**src/rtl/byte_alu_pkg.sv**
```systemverilog
package byte_alu_pkg;

  localparam int ALU_W  = 8;
  localparam int CODE_W = 4;

  typedef enum logic [CODE_W-1:0] {
    OP_ADD = 4'h0,
    OP_SUB = 4'h1,
    OP_AND = 4'h2,
    OP_OR  = 4'h3,
    OP_XOR = 4'h4,
    OP_SHL = 4'h5,
    OP_SHR = 4'h6,
    OP_MUL = 4'h7,
    OP_DIV = 4'h8,
    OP_CMP = 4'h9
  } alu_op_e;

  // First code of the pass-through range
  localparam logic [CODE_W-1:0] OP_PASS_LO = 4'hA;

endpackage

```
**src/rtl/byte_alu_arith.sv**
```systemverilog
module byte_alu_arith #(
  parameter int W = byte_alu_pkg::ALU_W
) (
  input  logic [W-1:0] a,
  input  logic [W-1:0] b,
  output logic [W-1:0] add_res,
  output logic         add_c,
  output logic         add_v,
  output logic [W-1:0] sub_res,
  output logic         sub_c,
  output logic         sub_v,
  output logic [W-1:0] mul_res,
  output logic         mul_c
);

  localparam int PW = 2 * W;

  // Signed overflow of a sum: operands agree in sign, result differs
  function automatic logic sum_ovf(input logic [W-1:0] x, input logic [W-1:0] y,
                                   input logic [W-1:0] r);
    logic [W-1:0] t;
    t = ~(x ^ y) & (x ^ r);
    return t[W-1];
  endfunction

  // Signed overflow of a difference: operands differ in sign, result follows subtrahend
  function automatic logic diff_ovf(input logic [W-1:0] x, input logic [W-1:0] y,
                                    input logic [W-1:0] r);
    logic [W-1:0] t;
    t = (x ^ y) & (x ^ r);
    return t[W-1];
  endfunction

  logic [W:0]    sum_wide;
  logic [W:0]    diff_wide;
  logic [PW-1:0] product;
  logic          borrow_out;

  assign sum_wide   = {1'b0, a} + {1'b0, b};
  assign diff_wide  = {1'b0, a} - {1'b0, b};
  assign product    = {{W{1'b0}}, a} * {{W{1'b0}}, b};
  assign borrow_out = diff_wide[W];

  assign add_res = sum_wide[W-1:0];
  assign add_c   = sum_wide[W];
  assign add_v   = sum_ovf(a, b, add_res);

  assign sub_res = diff_wide[W-1:0];
  assign sub_c   = ~borrow_out;
  assign sub_v   = diff_ovf(a, b, sub_res);

  assign mul_res = product[W-1:0];
  assign mul_c   = |product[PW-1:W];

  // no-borrow must agree with an unsigned magnitude compare
  always_comb begin
    a_r3_no_borrow_order: assert (sub_c == (a >= b));
  end

endmodule

```
**src/rtl/byte_alu_logic.sv**
```systemverilog
module byte_alu_logic #(
  parameter int W = byte_alu_pkg::ALU_W
) (
  input  logic [W-1:0] a,
  input  logic [W-1:0] b,
  output logic [W-1:0] and_res,
  output logic [W-1:0] or_res,
  output logic [W-1:0] xor_res,
  output logic [W-1:0] shl_res,
  output logic         shl_c,
  output logic [W-1:0] shr_res,
  output logic         shr_c
);

  assign and_res = a & b;
  assign or_res  = a | b;
  assign xor_res = a ^ b;

  // Single-position shifts; the bit that leaves becomes carry
  assign shl_res = {a[W-2:0], 1'b0};
  assign shl_c   = a[W-1];
  assign shr_res = {1'b0, a[W-1:1]};
  assign shr_c   = a[0];

  // shifting one way then the other only loses the ejected bit
  always_comb begin
    a_r6_shl_lossless: assert ({shl_c, shl_res} == {a, 1'b0});
    a_r7_shr_lossless: assert ({shr_res, shr_c} == {1'b0, a});
  end

endmodule

```
**src/rtl/byte_alu_divider.sv**
```systemverilog
module byte_alu_divider #(
  parameter int W = byte_alu_pkg::ALU_W
) (
  input  logic [W-1:0] dividend,
  input  logic [W-1:0] divisor,
  output logic [W-1:0] quot,
  output logic [W-1:0] rem
);

  localparam int PW = 2 * W;

  // Restoring division unrolled one stage per quotient bit, MSB first
  logic [W:0]   partial [W];
  logic [W-1:0] carry_rem [W+1];
  logic         take [W];

  assign carry_rem[0] = '0;

  for (genvar i = 0; i < W; i++) begin : g_stage
    assign partial[i] = {carry_rem[i], dividend[W-1-i]};
    assign take[i]    = partial[i] >= {1'b0, divisor};
    assign quot[W-1-i] = take[i];
    assign carry_rem[i+1] = take[i] ? W'(partial[i] - {1'b0, divisor})
                                    : partial[i][W-1:0];
  end

  assign rem = carry_rem[W];

  logic [PW-1:0] recomposed;
  assign recomposed = {{W{1'b0}}, quot} * {{W{1'b0}}, divisor} + {{W{1'b0}}, rem};

  // quotient/remainder identity, and all-ones on a zero divisor
  always_comb begin
    a_r9_recompose: assert (divisor == '0 || recomposed == {{W{1'b0}}, dividend});
    a_r9_rem_small: assert (divisor == '0 || rem < divisor);
    a_r9_zero_div:  assert (divisor != '0 || quot == {W{1'b1}});
  end

endmodule

```
**src/rtl/byte_alu.sv**
```systemverilog
module byte_alu #(
  parameter int W = byte_alu_pkg::ALU_W
) (
  input  logic         clk,
  input  logic         rst_n,
  input  logic         issue,
  input  logic [3:0]   opcode,
  input  logic [W-1:0] opa,
  input  logic [W-1:0] opb,
  output logic [W-1:0] result,
  output logic         flag_c,
  output logic         flag_z,
  output logic         flag_v
);

  import byte_alu_pkg::*;

  logic [W-1:0] add_res, sub_res, mul_res;
  logic         add_c, add_v, sub_c, sub_v, mul_c;
  logic [W-1:0] and_res, or_res, xor_res, shl_res, shr_res;
  logic         shl_c, shr_c;
  logic [W-1:0] div_q, div_r;

  byte_alu_arith #(.W(W)) u_arith (
    .a(opa), .b(opb),
    .add_res(add_res), .add_c(add_c), .add_v(add_v),
    .sub_res(sub_res), .sub_c(sub_c), .sub_v(sub_v),
    .mul_res(mul_res), .mul_c(mul_c)
  );

  byte_alu_logic #(.W(W)) u_logic (
    .a(opa), .b(opb),
    .and_res(and_res), .or_res(or_res), .xor_res(xor_res),
    .shl_res(shl_res), .shl_c(shl_c),
    .shr_res(shr_res), .shr_c(shr_c)
  );

  byte_alu_divider #(.W(W)) u_div (
    .dividend(opa), .divisor(opb),
    .quot(div_q), .rem(div_r)
  );

  // Named events for the assertions below
  logic [W-1:0] nxt_val;
  logic         nxt_c, nxt_v, nxt_z;
  logic         writes_result;
  logic         is_cmp;

  always_comb begin
    nxt_val       = opa;
    nxt_c         = 1'b0;
    nxt_v         = 1'b0;
    writes_result = 1'b1;
    is_cmp        = 1'b0;
    case (opcode)
      OP_ADD: begin nxt_val = add_res; nxt_c = add_c; nxt_v = add_v; end
      OP_SUB: begin nxt_val = sub_res; nxt_c = sub_c; nxt_v = sub_v; end
      OP_AND: nxt_val = and_res;
      OP_OR:  nxt_val = or_res;
      OP_XOR: nxt_val = xor_res;
      OP_SHL: begin nxt_val = shl_res; nxt_c = shl_c; end
      OP_SHR: begin nxt_val = shr_res; nxt_c = shr_c; end
      OP_MUL: begin nxt_val = mul_res; nxt_c = mul_c; end
      OP_DIV: nxt_val = div_q;
      OP_CMP: begin
        nxt_val = sub_res; nxt_c = sub_c; nxt_v = sub_v;
        writes_result = 1'b0; is_cmp = 1'b1;
      end
      default: nxt_val = opa;
    endcase
    nxt_z = (nxt_val == '0);
  end

  always_ff @(posedge clk or negedge rst_n) begin
    if (!rst_n) begin
      result <= '0;
      flag_c <= 1'b0;
      flag_z <= 1'b0;
      flag_v <= 1'b0;
    end else if (issue) begin
      if (writes_result) result <= nxt_val;
      flag_c <= nxt_c;
      flag_z <= nxt_z;
      flag_v <= nxt_v;
    end
  end

  a_r12_hold: assert property (@(posedge clk) disable iff (!rst_n)
    !issue |=> ($stable(result) && $stable(flag_c) && $stable(flag_z) && $stable(flag_v)));

  a_r4_cmp_keeps_result: assert property (@(posedge clk) disable iff (!rst_n)
    (issue && is_cmp) |=> $stable(result));

  a_r10_zero_tracks: assert property (@(posedge clk) disable iff (!rst_n)
    (issue && !is_cmp) |=> (flag_z == (result == '0)));

  a_r3_sub_no_borrow: assert property (@(posedge clk) disable iff (!rst_n)
    (issue && (opcode == OP_SUB || opcode == OP_CMP)) |=> (flag_c == ($past(opa) >= $past(opb))));

  a_r6_shl_carry: assert property (@(posedge clk) disable iff (!rst_n)
    (issue && opcode == OP_SHL) |=> (flag_c == $past(opa[W-1]) && !flag_v));

  a_r11_pass: assert property (@(posedge clk) disable iff (!rst_n)
    (issue && opcode >= OP_PASS_LO) |=> (result == $past(opa) && !flag_c && !flag_v));

  a_r5_logic_no_overflow: assert property (@(posedge clk) disable iff (!rst_n)
    (issue && opcode inside {OP_AND, OP_OR, OP_XOR, OP_DIV}) |=> (!flag_c && !flag_v));

endmodule

```
**config.mk**
```make
export PLATFORM = sky130hd
export DESIGN_NAME = byte_alu
export DESIGN_NICKNAME = d
export VERILOG_FILES = /design/src/rtl/byte_alu_pkg.sv /design/src/rtl/byte_alu_arith.sv /design/src/rtl/byte_alu_logic.sv /design/src/rtl/byte_alu_divider.sv /design/src/rtl/byte_alu.sv
export SDC_FILE = /design/constraint.sdc
export NUM_CORES = 1
export LEC_CHECK = 0
export ABC_AREA = 1
export BUFFER_PORTS_ARGS = -buffer_cell sky130_fd_sc_hd__buf_2
export CORE_ASPECT_RATIO = 1.4
export CORE_MARGIN = 2
export CORE_UTILIZATION = 70
export DETAILED_ROUTE_END_ITERATION = 12
export PLACE_DENSITY_LB_ADDON = 0.3
export SYNTH_ARGS = -nofsm -noshare
export SYNTH_HDL_FRONTEND = slang
export SYNTH_SLANG_ARGS = --single-unit
```
**constraint.sdc**
```tcl
create_clock -name clk -period 1.52 [get_ports clk]
set_input_delay 0.152 -clock clk [delete_from_list [all_inputs] [get_ports clk]]
set_output_delay 0.152 -clock clk [all_outputs]
set_load 0.03 [all_outputs]
```
==> results.sh, run 1 <==
export IMPL_yosys_area_share_adder_pct=35.6
export IMPL_synth_area_leaders="ha_1, fa_1, nand2_1"
export IMPL_synth_cells=1024
export IMPL_yosysUniqueCellTypes=54
export IMPL_placed_area_sq_um=9220
export IMPL_h_tree_depth=1
export IMPL_firstError="[ERROR DPL-0038] Utilization greater than 100%, impossible to legalize"
export IMPL_synth_nets=1215
export IMPL_synthSimpleGateAreaFrac_pct=26.7
export IMPL_clock_sinks=11
export IMPL_die_h_um=121
export IMPL_post_cts_setup_buffers=99
export IMPL_synthArstFlopShare_pct=100
export IMPL_synth_compound_area_share_pct=14.9
export IMPL_dpl_hpwl_mm=25.6
export IMPL_hold_buffers=1
export IMPL_die_w_um=87.5
export IMPL_synth_top_flop_cell="dfrtp_1"
export IMPL_io_pins=34
export IMPL_numCtsBuffers=3
export IMPL_synth_edff_count=0
export IMPL_synth_xor_area_share_pct=4.61
export IMPL_synth_top_area_share_pct=22.7
export IMPL_dp_cells=1393
export IMPL_clock_root_buffer="clkbuf_16"
export IMPL_synth_top_area_cell="ha_1"
export IMPL_cts_path_max_buffers=2
export IMPL_finalWeightedCongestion=1.06
export IMPL_syn_area_sq_um=6840
export IMPL_ys_seq_elements=11
export IMPL_ys_seq_area_share_pct=4.03
export IMPL_avgSynthCellArea_sq_um=6.68
export IMPL_ctsResizeCount=278
export IMPL_rows=42
export IMPL_start_util_pct=72.3
export IMPL_place_port_buffers=33
export IMPL_stop_stage="clock tree synthesis (4_1_cts)"
export IMPL_yosys_warnings=0
export IMPL_synth_top_family_by_area="adder cells"
export IMPL_synthMuxAreaShare_pct=0.146
export IMPL_outcome="did not finish"
## cell usage after synthesis, types with 2 or more instances
master       n
nand2_1    230
inv_1      205
ha_1       124
a21oi_1     70
o21ai_0     59
nor2_1      58
fa_1        44
nand3_1     33
xor2_1      22
xnor2_1     14
nand4_1     13
nand2_2     12
dfrtp_1     11
inv_2       10
clkbuf_1     9
buf_6        8
o21ai_1      8
o22ai_1      8
nor3_1       7
o21a_1       7
nand2_4      5
nand3_2      5
nand3_4      5
o21bai_1     5
nor4_1       4
o2111ai_1    4
nand3b_1     3
nor2_4       3
o211ai_1     3
or2_2        3
a2111oi_0    2
a211oi_1     2
and2_1       2
clkinv_2     2
nor2_2       2
nor2_8       2
o221ai_1     2
or2_1        2
## per-stage QoR
step	hold WS, ps	TNS, ps	worst slack, ps
2_1_floorplan	-144	-46880	-8750
3_3_place_gp	22.0	-53540	-8930
3_5_place_dp	32.7	-62830	-10700
## kinds of logic after synthesis
logic type      count (synthesis)
fa+ha+maj                     168
flops                          11
mux                             1
buf+inv                       237
simple gates                  391
compound gates                180
xor+xnor                       36
==> run 2, diff against run 1 <==
--- a/config.mk
+++ b/config.mk
@@ -7,11 +7,10 @@
 export LEC_CHECK = 0
 export ABC_AREA = 1
 export BUFFER_PORTS_ARGS = -buffer_cell sky130_fd_sc_hd__buf_2
-export CORE_ASPECT_RATIO = 1.4
 export CORE_MARGIN = 2
-export CORE_UTILIZATION = 70
+export CORE_UTILIZATION = 40
 export DETAILED_ROUTE_END_ITERATION = 12
-export PLACE_DENSITY_LB_ADDON = 0.3
+export PLACE_DENSITY_LB_ADDON = 0.15
 export SYNTH_ARGS = -nofsm -noshare
 export SYNTH_HDL_FRONTEND = slang
 export SYNTH_SLANG_ARGS = --single-unit
==> results.sh, run 2 <==
export IMPL_grt_total_usage_pct=25.8
export IMPL_fin_util_pct=69.4
export IMPL_yosys_warnings=0
export IMPL_finalSetupViolations=11
export IMPL_period_share_pct=690
export IMPL_grt_ovfl_total=0
export IMPL_fin_nets=1599
export IMPL_vdd_drop_max_uv=1620
export IMPL_grt_start_max_net_pins=17
export IMPL_cpMaxStageDelayCell="or3_1"
export IMPL_yosys_top_cells_count="nand2_1, inv_1, ha_1, a21oi_1, o21ai_0"
export IMPL_required_ps=1640
export IMPL_clock_sinks=11
export IMPL_rows=47
export IMPL_yosysUniqueCellTypes=54
export IMPL_first_pass_iters=5
export IMPL_clock_fmax_mhz=95.3
export IMPL_wirelength_mm=24.6
export IMPL_drv_cap=0
export IMPL_maxSlewHeadroom_pct=66.2
export IMPL_worstSkewPairLatency_ps=230
export IMPL_dieArea_sq_um=18200
export IMPL_grt_pass1_wl_mm=38.4
export IMPL_pre_cts_slack_ps=-9280
export IMPL_hp_class="in2reg"
export IMPL_dr_first_iter_drc_count=432
export IMPL_cts_path_max_buffers=2
export IMPL_max_stage_delay_ps=320
export IMPL_synth_top_area_cell="ha_1"
export IMPL_num_vias=8175
export IMPL_worstMarginPinSlew_ps=502
export IMPL_dpl_hpwl_mm=17.5
export IMPL_violations="negative setup slack"
export IMPL_avgSynthCellArea_sq_um=6.68
export IMPL_cp_max_fo=7
export IMPL_cts_tree="done"
export IMPL_critPathKind="in2reg"
export IMPL_h_tree_depth=1
export IMPL_die_h_um=135
export IMPL_rsz0062_at_grt="yes"
export IMPL_place_port_buffers=33
export IMPL_io_pins=34
export IMPL_synthArstFlopShare_pct=100
export IMPL_finalWeightedCongestion=0.938
export IMPL_avgRoutedWirePerCell_um=15.1
export IMPL_p_leak_nw=6.17
export IMPL_synth_area_leaders="ha_1, fa_1, nand2_1"
export IMPL_final_cell_mix="buf_4, nand2_1, inv_1"
export IMPL_finClkSkew_ps=0
export IMPL_clock_root_buffer="clkbuf_16"
export IMPL_core_sq_um=16600
export IMPL_antenna_cells=0
export IMPL_ys_seq_area_share_pct=4.03
export IMPL_synth_top_area_share_pct=22.7
export IMPL_outcome="finished with violations"
export IMPL_numCtsBuffers=3
export IMPL_viasPerCell=5.02
export IMPL_crit_path_end_kind="flop"
export IMPL_grt_pass1_vias=8048
export IMPL_antenna_found_initial=0
export IMPL_synth_edff_count=0
export IMPL_ys_seq_elements=11
export IMPL_min_period_ps=10490
export IMPL_die_w_um=135
export IMPL_yosysMostFrequentCell="nand2_1"
export IMPL_p_per_area_nw_per_um2=1280
export IMPL_start_util_pct=41.1
export IMPL_finalWorstSetupSlack_ps=-8970
export IMPL_drc=0
export IMPL_synth_cells=1024
export IMPL_largest_reg_flops=8
export IMPL_area_growth_pct=68.9
export IMPL_syn_area_sq_um=6840
export IMPL_crit_arrival_ps=10620
export IMPL_hold_viol=0
export IMPL_clkSlewWorstSetupHoldPaths_ps=40
export IMPL_cpMostUsedCell="nand2_1"
export IMPL_antenna_left=0
export IMPL_slew_viol_final=0
export IMPL_critPathLaunchType="input pin"
export IMPL_synth_top_flop_cell="dfrtp_1"
export IMPL_layout_cells_most_common="buf_4"
export IMPL_drive_gt1_share_pct=47.2
export IMPL_regMostFlops="result"
export IMPL_synth_nets=1215
## run 2: cell counts after synthesis
Identical to the previous run, type by type.
## run 2: cell type report
cell class	count	area (sq um)
Clock buffer	4	78.8
Sequential cell	11	275
Timing Repair Buffer	397	3120
Multi-Input combinational cell	777	6940
Tap cell	220	275
Fill cell	1273	5090
Inverter	218	852
## run 2: final timing paths
| check | startpoint | endpoint | slack [ps] | cells after the start |
|---|---|---|---|---|
| min in group asynchronous | rst_n | result[6] | 320 | 2 |
| max in group asynchronous | rst_n | result[1] | 1010 | 2 |
| max reg2reg | flag_v | flag_v | 880 | 2 |
| min reg2reg | result[7] | result[7] | 460 | 2 |
| max | opa[7] | result[0] | -8970 | 88 |
| min | issue | flag_v | 200 | 2 |
## run 2: through the flow
step           total power [W]  instances  cell area [sq um]  TNS (ps)  hold slack [ps]
2_1_floorplan          0.00704       1024               7290    -46880             -144
5_1_grt                 0.0161       1627              11500    -55040              213
6_report                0.0148       1627              11500    -50970              195
4_1_cts                 0.0145       1618              11000    -50540              181
3_5_place_dp            0.0109       1524               9500    -55110             25.8
3_3_place_gp            0.0107       1524               9500    -54130             25.7
## run 2: power breakdown
group          leakage, nW  switching (W)  internal (W)
combinational         5.99        0.00671       0.00727
clock               0.0382       0.000115      0.000351
sequential           0.139      0.0000200      0.000338
## run 2: what timing repair did
action	4_1_cts	5_1_grt
endpoints found under the setup margin	11	11
pin swaps	87	94
gates resized for setup	174	113
endpoints found under the hold margin	11	0
hold buffers	1	0
cloned	1	0
buffers inserted	90	24
## run 2: cells by family after synthesis
group	Yosys count	share of synthesized area, %
AND/OR/NAND/NOR	391	26.7
buffers and inverters	237	14.0
AO/OA/AOI/OAI	180	15.0
adder cells (fa/ha/maj)	168	35.6
XOR/XNOR	36	4.61
flip-flops	11	4.03
multiplexers	1	0.146
## run 2: layer usage
metal  global-route usage, %  vias up  wire (um)
li1                        -     4049          -
met1                    33.7     3866      10900
met2                    45.7      213      12100
met3                    2.40       47       1020
met4                    6.55        0        540
met5                       0        -          0
## run 2: critical path, delay by kind of cell
kind	cells	cell delay, ps
fa+ha+maj	9	2140
simple gates	43	4080
buf+inv	13	1240
compound gates	23	3010
Note: power is estimated with default switching activity, not from simulation.
